File: src/rtl/srePkg.sv
package srePkg;

  typedef enum logic [2:0] {
    ST_IDLE,
    ST_CHECK,
    ST_ISSUE,
    ST_WAIT,
    ST_DECIDE
  } sreState_e;

  // strobes from control to datapath
  typedef struct packed {
    logic capture;
    logic startIssue;
    logic sendReq;
    logic skipPeer;
    logic grant;
    logic fail;
    logic retry;
    logic statOpen;
    logic rspOpen;
    logic peerOpen;
  } sreStrobe_t;

  // conditions from datapath to control
  typedef struct packed {
    logic fullMet;
    logic minMet;
    logic peerEligible;
    logic scanDone;
    logic outZero;
    logic retryLeft;
  } sreFlags_t;

endpackage

File: src/rtl/sreControl.sv
module sreControl
  import srePkg::*;
(
  input  logic       clk,
  input  logic       rstN,
  input  logic       chReqValid,
  output logic       chReqReady,
  input  logic       borReqReady,
  output logic       borReqValid,
  input  sreFlags_t  flags,
  output sreStrobe_t stb
);

  sreState_e stateR, stateNext;

  always_ff @(posedge clk or negedge rstN) begin
    if (!rstN) stateR <= ST_IDLE;
    else       stateR <= stateNext;
  end

  always_comb begin
    stateNext   = stateR;
    stb         = '0;
    borReqValid = 1'b0;
    chReqReady  = 1'b0;
    unique case (stateR)
      ST_IDLE: begin
        chReqReady   = 1'b1;
        stb.statOpen = 1'b1;
        stb.peerOpen = 1'b1;
        if (chReqValid) begin
          stb.capture = 1'b1;
          stateNext   = ST_CHECK;
        end
      end
      ST_CHECK: begin
        if (flags.fullMet) begin
          stb.grant = 1'b1;
          stateNext = ST_IDLE;
        end else begin
          stb.startIssue = 1'b1;
          stateNext      = ST_ISSUE;
        end
      end
      ST_ISSUE: begin
        if (flags.scanDone) begin
          stateNext = ST_WAIT;
        end else if (flags.peerEligible) begin
          borReqValid = 1'b1;
          stb.sendReq = borReqReady;
        end else begin
          stb.skipPeer = 1'b1;
        end
      end
      ST_WAIT: begin
        stb.rspOpen  = 1'b1;
        stb.peerOpen = 1'b1;
        if (flags.outZero) stateNext = ST_DECIDE;
      end
      ST_DECIDE: begin
        if (flags.fullMet || flags.minMet) begin
          stb.grant = 1'b1;
          stateNext = ST_IDLE;
        end else if (flags.retryLeft) begin
          stb.retry = 1'b1;
          stateNext = ST_CHECK;
        end else begin
          stb.fail  = 1'b1;
          stateNext = ST_IDLE;
        end
      end
      default: stateNext = ST_IDLE;
    endcase
  end

endmodule

File: src/rtl/sreDatapath.sv
module sreDatapath
  import srePkg::*;
#(
  parameter int SLOTS     = 16,
  parameter int PEERS     = 4,
  parameter int RESERVE   = 2,
  parameter int MAX_RETRY = 1,
  parameter logic [SLOTS-1:0] INIT_POOL = {{(SLOTS/2){1'b0}}, {(SLOTS-SLOTS/2){1'b1}}},
  localparam int CNT_W  = $clog2(SLOTS + 1),
  localparam int PEER_W = $clog2(PEERS),
  localparam int PTR_W  = $clog2(PEERS + 1),
  localparam int RTY_W  = $clog2(MAX_RETRY + 2)
) (
  input  logic              clk,
  input  logic              rstN,
  input  sreStrobe_t        stb,
  output sreFlags_t         flags,
  input  logic [CNT_W-1:0]  chReqWant,
  input  logic [CNT_W-1:0]  chReqMin,
  output logic              chDoneValid,
  output logic              chDoneOk,
  output logic [SLOTS-1:0]  chDoneMask,
  input  logic              statValid,
  input  logic [PEER_W-1:0] statPeer,
  input  logic [CNT_W-1:0]  statFree,
  output logic [PEER_W-1:0] borReqPeer,
  output logic [CNT_W-1:0]  borReqCount,
  input  logic              borRspValid,
  output logic              borRspReady,
  input  logic [SLOTS-1:0]  borRspMask,
  input  logic              peerReqValid,
  output logic              peerReqReady,
  input  logic [PEER_W-1:0] peerReqPeer,
  input  logic [CNT_W-1:0]  peerReqCount,
  output logic              peerRspValid,
  input  logic              peerRspReady,
  output logic [PEER_W-1:0] peerRspPeer,
  output logic [SLOTS-1:0]  peerRspMask
);

  localparam logic [CNT_W-1:0] RES_C   = CNT_W'(RESERVE);
  localparam logic [PTR_W-1:0] PEERS_C = PTR_W'(PEERS);
  localparam logic [RTY_W-1:0] RTY_C   = RTY_W'(MAX_RETRY);

  function automatic logic [CNT_W-1:0] countSet(input logic [SLOTS-1:0] m);
    logic [CNT_W-1:0] acc;
    acc = '0;
    for (int i = 0; i < SLOTS; i++) acc = acc + CNT_W'(m[i]);
    return acc;
  endfunction

  function automatic logic [SLOTS-1:0] pickLow(input logic [SLOTS-1:0] m,
                                                input logic [CNT_W-1:0] n);
    logic [SLOTS-1:0] sel;
    logic [CNT_W-1:0] taken;
    sel   = '0;
    taken = '0;
    for (int i = 0; i < SLOTS; i++) begin
      if (m[i] && (taken < n)) begin
        sel[i] = 1'b1;
        taken  = taken + 1'b1;
      end
    end
    return sel;
  endfunction

  logic [SLOTS-1:0] poolR;
  logic [CNT_W-1:0] peerFreeR [PEERS];
  logic [CNT_W-1:0] wantR, minR, remR;
  logic [PTR_W-1:0] ptrR, outR;
  logic [RTY_W-1:0] retryR;

  logic [CNT_W-1:0] freeCnt, curEntry, cutAmt, spare, giveN, grantN;
  logic [SLOTS-1:0] giveMask, grantMask;
  logic             ptrEnd, peerAccept, rspAccept;

  assign freeCnt  = countSet(poolR);
  assign ptrEnd   = (ptrR >= PEERS_C);
  assign curEntry = ptrEnd ? '0 : peerFreeR[ptrR[PEER_W-1:0]];
  assign cutAmt   = (curEntry < remR) ? curEntry : remR;

  assign flags.fullMet      = (freeCnt >= wantR);
  assign flags.minMet       = (freeCnt >= minR);
  assign flags.scanDone     = ptrEnd || (remR == '0);
  assign flags.peerEligible = (curEntry != '0);
  assign flags.outZero      = (outR == '0);
  assign flags.retryLeft    = (retryR < RTY_C);

  // slots offered to a peer, reserve held back
  assign spare    = (freeCnt > RES_C) ? (freeCnt - RES_C) : '0;
  assign giveN    = (peerReqCount < spare) ? peerReqCount : spare;
  assign giveMask = pickLow(poolR, giveN);

  // slots handed to the local channel
  assign grantN    = flags.fullMet ? wantR : freeCnt;
  assign grantMask = pickLow(poolR, grantN);

  assign peerReqReady = stb.peerOpen && !peerRspValid;
  assign peerAccept   = peerReqReady && peerReqValid;
  assign borRspReady  = stb.rspOpen && (outR != '0);
  assign rspAccept    = borRspReady && borRspValid;

  assign borReqPeer  = ptrR[PEER_W-1:0];
  assign borReqCount = remR;

  // pool bitmap
  always_ff @(posedge clk or negedge rstN) begin
    if (!rstN) begin
      poolR <= INIT_POOL;
    end else if (stb.grant) begin
      poolR <= poolR & ~grantMask;
    end else begin
      poolR <= (poolR & ~(peerAccept ? giveMask : '0)) |
               (rspAccept ? borRspMask : '0);
    end
  end

  // advertised free counts of peers
  always_ff @(posedge clk or negedge rstN) begin
    if (!rstN) begin
      for (int p = 0; p < PEERS; p++) peerFreeR[p] <= '0;
    end else if (stb.statOpen && statValid) begin
      peerFreeR[statPeer] <= statFree;
    end
  end

  // request bookkeeping
  always_ff @(posedge clk or negedge rstN) begin
    if (!rstN) begin
      wantR  <= '0;
      minR   <= '0;
      remR   <= '0;
      ptrR   <= '0;
      outR   <= '0;
      retryR <= '0;
    end else begin
      if (stb.capture) begin
        wantR  <= chReqWant;
        minR   <= chReqMin;
        retryR <= '0;
      end
      if (stb.retry) retryR <= retryR + 1'b1;
      if (stb.startIssue) begin
        remR <= wantR - freeCnt;
        ptrR <= '0;
      end else if (stb.sendReq) begin
        remR <= remR - cutAmt;
        ptrR <= ptrR + 1'b1;
      end else if (stb.skipPeer) begin
        ptrR <= ptrR + 1'b1;
      end
      if (stb.sendReq)    outR <= outR + 1'b1;
      else if (rspAccept) outR <= outR - 1'b1;
    end
  end

  // channel outcome pulse
  always_ff @(posedge clk or negedge rstN) begin
    if (!rstN) begin
      chDoneValid <= 1'b0;
      chDoneOk    <= 1'b0;
      chDoneMask  <= '0;
    end else begin
      chDoneValid <= stb.grant || stb.fail;
      chDoneOk    <= stb.grant;
      chDoneMask  <= stb.grant ? grantMask : '0;
    end
  end

  // answer to a peer
  always_ff @(posedge clk or negedge rstN) begin
    if (!rstN) begin
      peerRspValid <= 1'b0;
      peerRspPeer  <= '0;
      peerRspMask  <= '0;
    end else if (peerAccept) begin
      peerRspValid <= 1'b1;
      peerRspPeer  <= peerReqPeer;
      peerRspMask  <= giveMask;
    end else if (peerRspReady) begin
      peerRspValid <= 1'b0;
    end
  end

endmodule

File: src/rtl/slotRealloc.sv
module slotRealloc
  import srePkg::*;
#(
  parameter int SLOTS     = 16,
  parameter int PEERS     = 4,
  parameter int RESERVE   = 2,
  parameter int MAX_RETRY = 1,
  parameter logic [SLOTS-1:0] INIT_POOL = {{(SLOTS/2){1'b0}}, {(SLOTS-SLOTS/2){1'b1}}},
  localparam int CNT_W  = $clog2(SLOTS + 1),
  localparam int PEER_W = $clog2(PEERS)
) (
  input  logic              clk,
  input  logic              rstN,
  input  logic              chReqValid,
  output logic              chReqReady,
  input  logic [CNT_W-1:0]  chReqWant,
  input  logic [CNT_W-1:0]  chReqMin,
  output logic              chDoneValid,
  output logic              chDoneOk,
  output logic [SLOTS-1:0]  chDoneMask,
  input  logic              statValid,
  input  logic [PEER_W-1:0] statPeer,
  input  logic [CNT_W-1:0]  statFree,
  output logic              borReqValid,
  input  logic              borReqReady,
  output logic [PEER_W-1:0] borReqPeer,
  output logic [CNT_W-1:0]  borReqCount,
  input  logic              borRspValid,
  output logic              borRspReady,
  input  logic [SLOTS-1:0]  borRspMask,
  input  logic              peerReqValid,
  output logic              peerReqReady,
  input  logic [PEER_W-1:0] peerReqPeer,
  input  logic [CNT_W-1:0]  peerReqCount,
  output logic              peerRspValid,
  input  logic              peerRspReady,
  output logic [PEER_W-1:0] peerRspPeer,
  output logic [SLOTS-1:0]  peerRspMask
);

  sreStrobe_t stb;
  sreFlags_t  flags;

  sreControl i_ctl (
    .clk        (clk),
    .rstN       (rstN),
    .chReqValid (chReqValid),
    .chReqReady (chReqReady),
    .borReqReady(borReqReady),
    .borReqValid(borReqValid),
    .flags      (flags),
    .stb        (stb)
  );

  sreDatapath #(
    .SLOTS    (SLOTS),
    .PEERS    (PEERS),
    .RESERVE  (RESERVE),
    .MAX_RETRY(MAX_RETRY),
    .INIT_POOL(INIT_POOL)
  ) i_dp (
    .clk         (clk),
    .rstN        (rstN),
    .stb         (stb),
    .flags       (flags),
    .chReqWant   (chReqWant),
    .chReqMin    (chReqMin),
    .chDoneValid (chDoneValid),
    .chDoneOk    (chDoneOk),
    .chDoneMask  (chDoneMask),
    .statValid   (statValid),
    .statPeer    (statPeer),
    .statFree    (statFree),
    .borReqPeer  (borReqPeer),
    .borReqCount (borReqCount),
    .borRspValid (borRspValid),
    .borRspReady (borRspReady),
    .borRspMask  (borRspMask),
    .peerReqValid(peerReqValid),
    .peerReqReady(peerReqReady),
    .peerReqPeer (peerReqPeer),
    .peerReqCount(peerReqCount),
    .peerRspValid(peerRspValid),
    .peerRspReady(peerRspReady),
    .peerRspPeer (peerRspPeer),
    .peerRspMask (peerRspMask)
  );

endmodule

File: config.mk
export PLATFORM = sky130hd
export DESIGN_NAME = slotRealloc
export DESIGN_NICKNAME = d
export VERILOG_FILES = /design/src/rtl/srePkg.sv /design/src/rtl/sreControl.sv /design/src/rtl/sreDatapath.sv /design/src/rtl/slotRealloc.sv
export SDC_FILE = /design/constraint.sdc
export NUM_CORES = 1
export LEC_CHECK = 0
export CAP_MARGIN = 10
export CORE_UTILIZATION = 65
export CTS_CLUSTER_DIAMETER = 80
export DETAILED_ROUTE_END_ITERATION = 7
export DONT_BUFFER_PORTS = 1
export HOLD_SLACK_MARGIN = 0.06
export PLACE_DENSITY = 0.81
export SKIP_CTS_REPAIR_TIMING = 1
export SLEW_MARGIN = 0
export SYNTH_ARGS = -nofsm -noshare
export SYNTH_HDL_FRONTEND = slang
export SYNTH_HIERARCHICAL = 1
export SYNTH_SLANG_ARGS = --single-unit
File: constraint.sdc
create_clock -name clk -period 54.9 [get_ports clk]
set_clock_uncertainty 0.1 [all_clocks]
set_input_delay 8.235 -clock clk [delete_from_list [all_inputs] [get_ports clk]]
set_output_delay 8.235 -clock clk [all_outputs]
set_load 0.02 [all_outputs]
==> Word-level counts from Yosys, hierarchy flattened <==
Index checks and enable logic that the tools add are counted.
{ "classes": {"n_addsub": 50, "mul": 0, "div_mod_pow": 0, "magnitude_cmp": 42, "n_eq_ne": 7, "shifts": 0, "n_mux": 116, "bitwise_logic": 7, "n_reduce_logical": 54} }
{ "ops": {"columns": ["cell", "count"], "rows": [
  ["2-to-1 mux 5 bit", 38],
  ["< comparator 5 bit", 30],
  ["adder 5 x 1 -> 5 bit, second input constant", 26],
  ["adder 5 x 1 -> 5 bit", 14],
  ["2-to-1 mux 16 bit", 4],
  ["2-to-1 mux 1 bit", 54],
  ["logical AND 1 bit", 38],
  ["AND 16 bit", 2],
  ["inverter 16 bit", 2],
  ["2-to-1 mux 3 bit", 8],
  ["bitwise mux 20 bit", 1],
  ["bitwise OR 16 bit", 1],
  ["one-hot mux 3 bit (5 select lines)", 1],
  ["2-to-1 mux 2 bit", 7],
  ["binary-select mux 5 bit (select 2 bit)", 1],
  ["demux 5 bit (select 2 bit)", 1],
  ["greater-or-equal comparator 5 bit", 2],
  ["< comparator 1 x 5 -> 1 bit", 2],
  ["< comparator 1 x 5 -> 1 bit, first input constant", 2],
  ["subtractor 5 bit", 2],
  ["greater-or-equal comparator 3 bit, second input constant", 3],
  ["nonzero test 2 bit", 4],
  ["adder 3 x 1 -> 3 bit, second input constant", 2],
  ["equality test 3 x 2 -> 1 bit, second input constant", 2],
  ["21 further kinds", 29]
]} }
{ "word_totals": {"reg_bits": 99, "latch_bits": 0, "mem_bits_rw": 0, "mem_bits_ro": 0, "output_inout_bits": 48, "elab_cells": 294, "mem_count": 0} }

==> Longest topological paths before layout <==
Gate-level depths: netlist (run 1).
{ "depth": {"depth_word": 72, "depth_mapped": 152} }

==> By module <==
The synthesis (run 1) kept the hierarchy.
{ "by_module_without_submodules": {"columns": ["mod", "n_inst", "cells_each", "area_per_inst_um2"], "rows": [
  ["sreDatapath", 1, 1445, 12226.7],
  ["sreControl", 1, 31, 241.5]
]} }

==> Least setup slack after synthesis (run 1) <==
No wires, ideal clock.
{ "synth_timing": {"kind": "input to register", "from": "input peerReqCount[2]", "to": "register i_dp.poolR[15]", "t_arrival_ps": 33102, "t_required_ps": 54717, "path_slack_ps": 21616, "cell_stages": 125, "path_buffers": 5, "cell_sequence": "ha_1 a211oi_1 o21bai_1 a21o_1 buf_2 a31oi_2 clkbuf_1 buf_1 a31oi_1 inv_1 ha_1 clkbuf_1 inv_1 o21ai_0 a221oi_1 nand2_1 o21ai_0 nor2_1 (+89 left out) and2_1 and3_1 xnor2_1 ha_1 nand4_1 o21ai_0 or3_1 a41oi_1 o21ai_0 nor4b_1 nor4_1 xor2_1 ha_1 nand4_1 a221o_1 nand3_1 o21ai_0 o21ai_0"} }
{ "synth_via": {"elab_chain_cells": 55} }
{ "synth_lines": {"columns": ["element", "line_no", "text"], "rows": [
  ["start, declared", "slotRealloc.sv:34", "input logic [CNT_W-1:0] peerReqCount,"],
  ["< comparator 5 bit", "sreDatapath.sv:91", "assign giveN = (peerReqCount < spare) ? peerReqCount : spare;"],
  ["2-to-1 mux 5 bit (*)", "sreDatapath.sv:91", null],
  ["< comparator 1 x 5 -> 1 bit", "sreDatapath.sv:59", "if (m[i] && (taken < n)) begin"],
  ["logical AND 1 bit", "sreDatapath.sv:59", null],
  ["2-to-1 mux 1 bit", "sreDatapath.sv:59", null],
  ["< comparator 1 x 5 -> 1 bit", "sreDatapath.sv:59", null],
  ["logical AND 1 bit", "sreDatapath.sv:59", null],
  ["2-to-1 mux 5 bit", "sreDatapath.sv:59", null],
  ["(+39 left out)", null, null],
  ["< comparator 5 bit (*)", "sreDatapath.sv:59", null],
  ["logical AND 1 bit (*)", "sreDatapath.sv:59", null],
  ["2-to-1 mux 1 bit (*)", "sreDatapath.sv:59", null],
  ["2-to-1 mux 16 bit (*)", "sreDatapath.sv:113", "poolR <= (poolR & ~(peerAccept ? giveMask : '0)) |"],
  ["inverter 16 bit (*)", "sreDatapath.sv:113", null],
  ["AND 16 bit (*)", "sreDatapath.sv:113", null],
  ["bitwise OR 16 bit (*)", "sreDatapath.sv:113", null],
  ["2-to-1 mux 16 bit (*)", "sreDatapath.sv:110", "end else if (stb.grant) begin"],
  ["end signal, assigned", "sreDatapath.sv:111", "poolR <= poolR & ~grantMask;"],
  ["end signal, assigned", "sreDatapath.sv:113", null],
  ["end, declared", "sreDatapath.sv:67", "logic [SLOTS-1:0] poolR;"]
]} }
Mark *: on every way between the ends. The rest lies on a longest branch, timed or not.
A chain may end at the register's enable or synchronous reset.

==> Worst setup path in the final report (run 1) <==
Same ends and word-level chain as after synthesis.

==> flow_summary.json, run 1 <==
{
  "crit_arrival_ps": 37160,
  "max_freq_mhz": 27.05,
  "die_x_um": 140.5,
  "synth_ff_type": "dfrtp_1",
  "fin_crit_sh_pct": 67.33,
  "clock_path_buffers": 2,
  "reg2reg_from": "i_dp/poolR[3]$_DFF_PN1_",
  "routabilityCongestion": 0.9724,
  "port_buffers": 0,
  "hold_class": "reg2reg",
  "yosysTopAreaCellShare_pct": 18.26,
  "cts_inserted_buffers": 9,
  "worstRegToRegCells": 141,
  "min_path_cells": 1,
  "synth_area_leaders": "dfrtp_1 18%, ha_1 16%, nand2_1 4.8%",
  "min_period_ps": 36970,
  "synthesis.area_um2": 12470,
  "status": "finished clean",
  "fin_nets": 1687,
  "rrSetupSlack_ps": 19930,
  "core_area_um2": 18770,
  "relSlewSlack_pct": 16.23,
  "wl_um": 34030,
  "drv_slew": 0,
  "synth_edf_count": 0,
  "cts_tree": "done",
  "synth_cell_types": 105,
  "synthArstFlopShare_pct": 100.0,
  "cp_max_fo": 16,
  "ant_nets": 0,
  "cp_slowest_cell": "o21a_1",
  "netlist_instances": 1476,
  "cts_sinks": 99,
  "clk_pin_slew_ps": 80,
  "routed-via-count": 11560,
  "dieArea_um2": 19740,
  "r2r_end": "i_dp/poolR[15]$_DFF_PN0_",
  "first_pass_iters": 5,
  "yosys_warnings": 6,
  "fin_tns_setup_ps": 0,
  "yosys_register_bits": 99,
  "drv_cap": 0,
  "syn2layout_area_growth_pct": 4.737,
  "worst_ep_required_time_ps": 55090,
  "wire_per_inst_um": 19.93,
  "start_util_pct": 66.43,
  "grtUsageTotal_pct": 35.03,
  "avgSynthCellArea_um2": 8.447,
  "critPathLaunchType": "input pin",
  "worstHoldStart": "i_dp/outR[2]$_DFFE_PN0P_",
  "hold_viol": 0,
  "hpwlAfterDp_um": 25860,
  "endpoint_kind": "register",
  "drtIter0Drc": 1130,
  "ios": 96,
  "critical_path_class": "in2reg",
  "clock_latency_ps": 370,
  "worst_pin_slew_ps": 1252,
  "core.rowCount": 50,
  "grt_max_degree": 100,
  "antenna_found_initial": 1,
  "vias_per_cell": 6.769,
  "drc": 0,
  "synth.largest_area_cell": "dfrtp_1",
  "synthTopCellsByCount": "159 x ha_1, 159 x nand2_1, 102 x nor2_1",
  "crit_path_frequent_cell": "ha_1",
  "grt_pass1_vias": 10910,
  "drive_above_1_share_pct": 10.39,
  "ctsHtreeMaxLevel": 3,
  "holdPathEnd": "i_dp/outR[2]$_DFFE_PN0P_",
  "rsz0062_at_grt": "false",
  "gr-total-overflow": 0,
  "grt_pass1_wl_um": 55060,
  "utilization_pct": 69.58,
  "dieHeight_um": 140.5,
  "cp_slowest_stage_delay_ps": 740,
  "setup_viol": 0,
  "cts_root_buffer": "clkbuf_16",
  "yosysSeqAreaShare_pct": 19.95
}
worst max path at each step:
stage | startpoint | to | slack, ps | depth (start not counted)
after floorplan | peerReqCount[2] | i_dp/poolR[15]$_DFF_PN0_ | 21620 | 125
after global placement | peerReqCount[2] | i_dp/poolR[15]$_DFF_PN0_ | 19410 | 123
after detailed placement | peerReqCount[2] | i_dp/poolR[15]$_DFF_PN0_ | 18290 | 121
after CTS | peerReqCount[2] | i_dp/poolR[15]$_DFF_PN0_ | 18510 | 121
after global routing | peerReqCount[2] | i_dp/poolR[15]$_DFF_PN0_ | 15670 | 126
final | peerReqCount[2] | i_dp/poolR[15]$_DFF_PN0_ | 17930 | 121
critical path: cells and delay by family:
kind / cells / cell delay (ps)
XOR/XNOR: 9 / 2280
AND/OR/NAND/NOR: 38 / 7690
multiplexers: 4 / 840
buffers and inverters: 4 / 420
adder cells (fa/ha/maj): 16 / 4880
AO/OA/AOI/OAI: 50 / 12790
cell type report:
type                       count  area [µm²]
antenna                        1       2.502
clock buffer                   9       225.2
clock inverter                 7       91.34
fill                        1492        5709
inverter                      99       374.1
multi-input combinational   1245        9488
sequential                    99        2487
tap                          234       292.8
timing repair buffer          13       97.59
cells in the final DEF (no fill, tap or decap), drive strengths merged, types with 12 or more instances in the layout:
master    n
ha      159
nand2   159
and2     31
or3      12
nand3    34
a211oi   16
xor2     22
buf      13
and3     20
o21a     15
a21o     48
fa       13
nand4    29
o21ai    84
inv     100
mux2     53
nor2b    19
dfrtp    91
a31oi    22
mux2i    42
nor3     32
nand2b   14
o211ai   17
xnor2    40
nor2    105
a21oi    87
cells by family after synthesis:
kind of cell	synth area share [%]
xor gates and xnor gates	6.192
AOI/OAI and AO/OA	21.94
DFF	19.95
other	0.03008
buffers and inverters	4.245
and+or+nand+nor	20.28
adders and majority gates	18.04
muxes	9.323
stage by stage:
stage | worst slack [ps] | instances | hold slack [ps] | cell area, µm²
final | 17930 | 1707 | 384.5 | 13060
after global routing | 15670 | 1706 | 408.5 | 13060
after CTS | 18510 | 1706 | 384.4 | 13060
after detailed placement | 18290 | 1690 | 368.8 | 12740
after global placement | 19410 | 1690 | 366.0 | 12740
after floorplan | 21620 | 1479 | 347.4 | 12480
registers in the layout (all words and copies together), names as in the netlist:
| name | flops |
|---|---|
| i_dp/wantR | 5 |
| i_dp/chDoneMask | 16 |
| i_dp/chDoneOk | 1 |
| i_dp/outR | 3 |
| i_dp/borReqCount | 5 |
| i_dp/peerRspPeer | 2 |
| i_dp/minR | 5 |
| i_dp/chDoneValid | 1 |
| i_ctl/stateR | 3 |
| i_dp/retryR | 2 |
| i_dp/peerFreeR | 20 |
| i_dp/peerRspValid | 1 |
| i_dp/ptrR | 3 |
| i_dp/peerRspMask | 16 |
| i_dp/poolR | 16 |
per-layer routing:
layer / global-route usage [%] / vias to the layer above / routed length (µm)
met4: 13.33 / 0 / 901
met2: 56.16 / 471 / 15280
met3: 3.761 / 73 / 2600
met1: 48.71 / 5558 / 15250
met5: 0 / - / 0
li1: - / 5453 / -
Power of run 1 is left out: the tool's default activity adds up to more than one toggle a clock period on the data nets, which glitch-free logic cannot reach.
==> run 2: changes to the inputs <==
==> constraint.sdc (replaced) <==
create_clock -name clk -period 38.2 [get_ports clk]
set_clock_uncertainty 0.1 [all_clocks]
set_input_delay 5.73 -clock clk [delete_from_list [all_inputs] [get_ports clk]]
set_output_delay 5.73 -clock clk [all_outputs]
set_load 0.02 [all_outputs]
==> flow_summary.json, run 2 (synthesized netlist as in run 1, its figures left out) <==
{
  "largest_reg_flops": 20,
  "grt_pass1_vias": 10620,
  "vias_per_cell": 6.711,
  "port_buffers": 0,
  "fin_tns_setup_ps": 0,
  "grt_pass1_wl_um": 54930,
  "hold_viol": 0,
  "worst_ep_required_time_ps": 38380,
  "clock_latency_ps": 370,
  "clock_path_buffers": 2,
  "core_area_um2": 18770,
  "fin_nets": 1689,
  "max_freq_mhz": 28.11,
  "antenna_found_initial": 1,
  "drv_slew": 0,
  "regMostFlops": "i_dp/peerFreeR",
  "cp_slowest_stage_delay_ps": 750,
  "crit_arrival_ps": 35750,
  "setup_viol": 0,
  "utilization_pct": 69.71,
  "dpl-instance-area_um2": 12750,
  "critical_path_class": "in2reg",
  "hold_class": "reg2reg",
  "min_period_ps": 35580,
  "crit_path_frequent_cell": "ha_1",
  "routed-via-count": 11480,
  "start_util_pct": 66.43,
  "grtUsageTotal_pct": 34.85,
  "rsz0062_at_grt": "false",
  "cts_inserted_buffers": 9,
  "wl_um": 33780,
  "endpoint_kind": "register",
  "pre_cts_slack_ps": 2841,
  "ff_latch_area_um2": 2487,
  "wire_per_inst_um": 19.76,
  "worst_pin_slew_ps": 990.4,
  "gr-total-overflow": 0,
  "ios": 96,
  "dieHeight_um": 140.5,
  "die_x_um": 140.5,
  "drc": 0,
  "grt_max_degree": 100,
  "cts_sinks": 99,
  "nFillCells": 1481,
  "cts_root_buffer": "clkbuf_16",
  "cp_slowest_cell": "o21a_1",
  "drive_above_1_share_pct": 10.52,
  "drtIter0Drc": 1249,
  "routabilityCongestion": 0.9451,
  "ctsHtreeMaxLevel": 3,
  "final_cell_mix": "159 x nand2_1, 159 x ha_1, 102 x nor2_1, 92 x inv_1, 91 x dfrtp_1",
  "dieArea_um2": 19740,
  "drv_cap": 0,
  "relSlewSlack_pct": 33.47,
  "clk_pin_slew_ps": 80,
  "syn2layout_area_growth_pct": 4.927,
  "core.rowCount": 50,
  "critPathLaunchType": "input pin",
  "fin_crit_sh_pct": 93.13,
  "multiInputGateArea_um2": 9488,
  "final_area_um2": 13080,
  "cp_max_fo": 16,
  "setup_slack_ps": 2623,
  "cts_tree": "done",
  "status": "finished clean",
  "hpwlAfterDp_um": 26010,
  "first_pass_iters": 5,
  "ant_nets": 0
}
run 2: cell count changes in the layout (fill, tap and decap cells not counted), sizes merged:
cell	before	now
diode	1	2
buf	13	15
run 2: stage by stage:
stage	instances	hold slack [ps]
after CTS	1707	395.8
after global placement	1691	363.8
after floorplan	1479	347.4
after detailed placement	1691	380.6
after global routing	1709	417.2
final	1710	401.1
run 2: layout make-up:
cell class                 count  area share (%)
timing repair buffer          15          0.8894
multi-input combinational   1245           72.52
clock inverter                 7          0.7173
clock buffer                   9           1.722
tap                          234           2.238
inverter                      99           2.860
antenna                        2         0.03826
sequential                    99           19.01
run 2: worst paths after layout:
kind | startpoint | end | slack [ps] | depth (start not counted)
setup / recovery | peerReqCount[2] | i_dp/poolR[15]$_DFF_PN0_ | 2620 | 121
hold / removal | i_dp/outR[2]$_DFFE_PN0P_ | i_dp/outR[2]$_DFFE_PN0P_ | 400 | 1
setup reg to reg | i_dp/poolR[3]$_DFF_PN1_ | i_dp/poolR[15]$_DFF_PN0_ | 3080 | 134
hold reg to reg | i_dp/outR[2]$_DFFE_PN0P_ | i_dp/outR[2]$_DFFE_PN0P_ | 400 | 1
max in group asynchronous | rstN | i_dp/poolR[4]$_DFF_PN1_ | 32830 | 0
min in group asynchronous | rstN | i_dp/peerFreeR[12]$_DFFE_PN0P_ | 4950 | 0
run 2: worst max-delay path: cells and delay by family:
kind / cells / cell delay [ps]
multiplexers: 4 / 900
AO/OA/AOI/OAI: 51 / 13410
AND/OR/NAND/NOR: 37 / 7910
buffers and inverters: 4 / 450
XOR/XNOR: 9 / 2380
adder cells (fa/ha/maj): 16 / 4900
run 2: metal layers:
| metal | up-vias | routed length (µm) | GRT usage [%] |
|---|---|---|---|
| met5 | - | 0 | 0 |
| met4 | 0 | 931 | 11.61 |
| met3 | 80 | 2555 | 4.274 |
| met2 | 504 | 15210 | 55.42 |
| met1 | 5454 | 15080 | 49.11 |
| li1 | 5437 | - | - |
Power of run 2 is left out for the same reason.
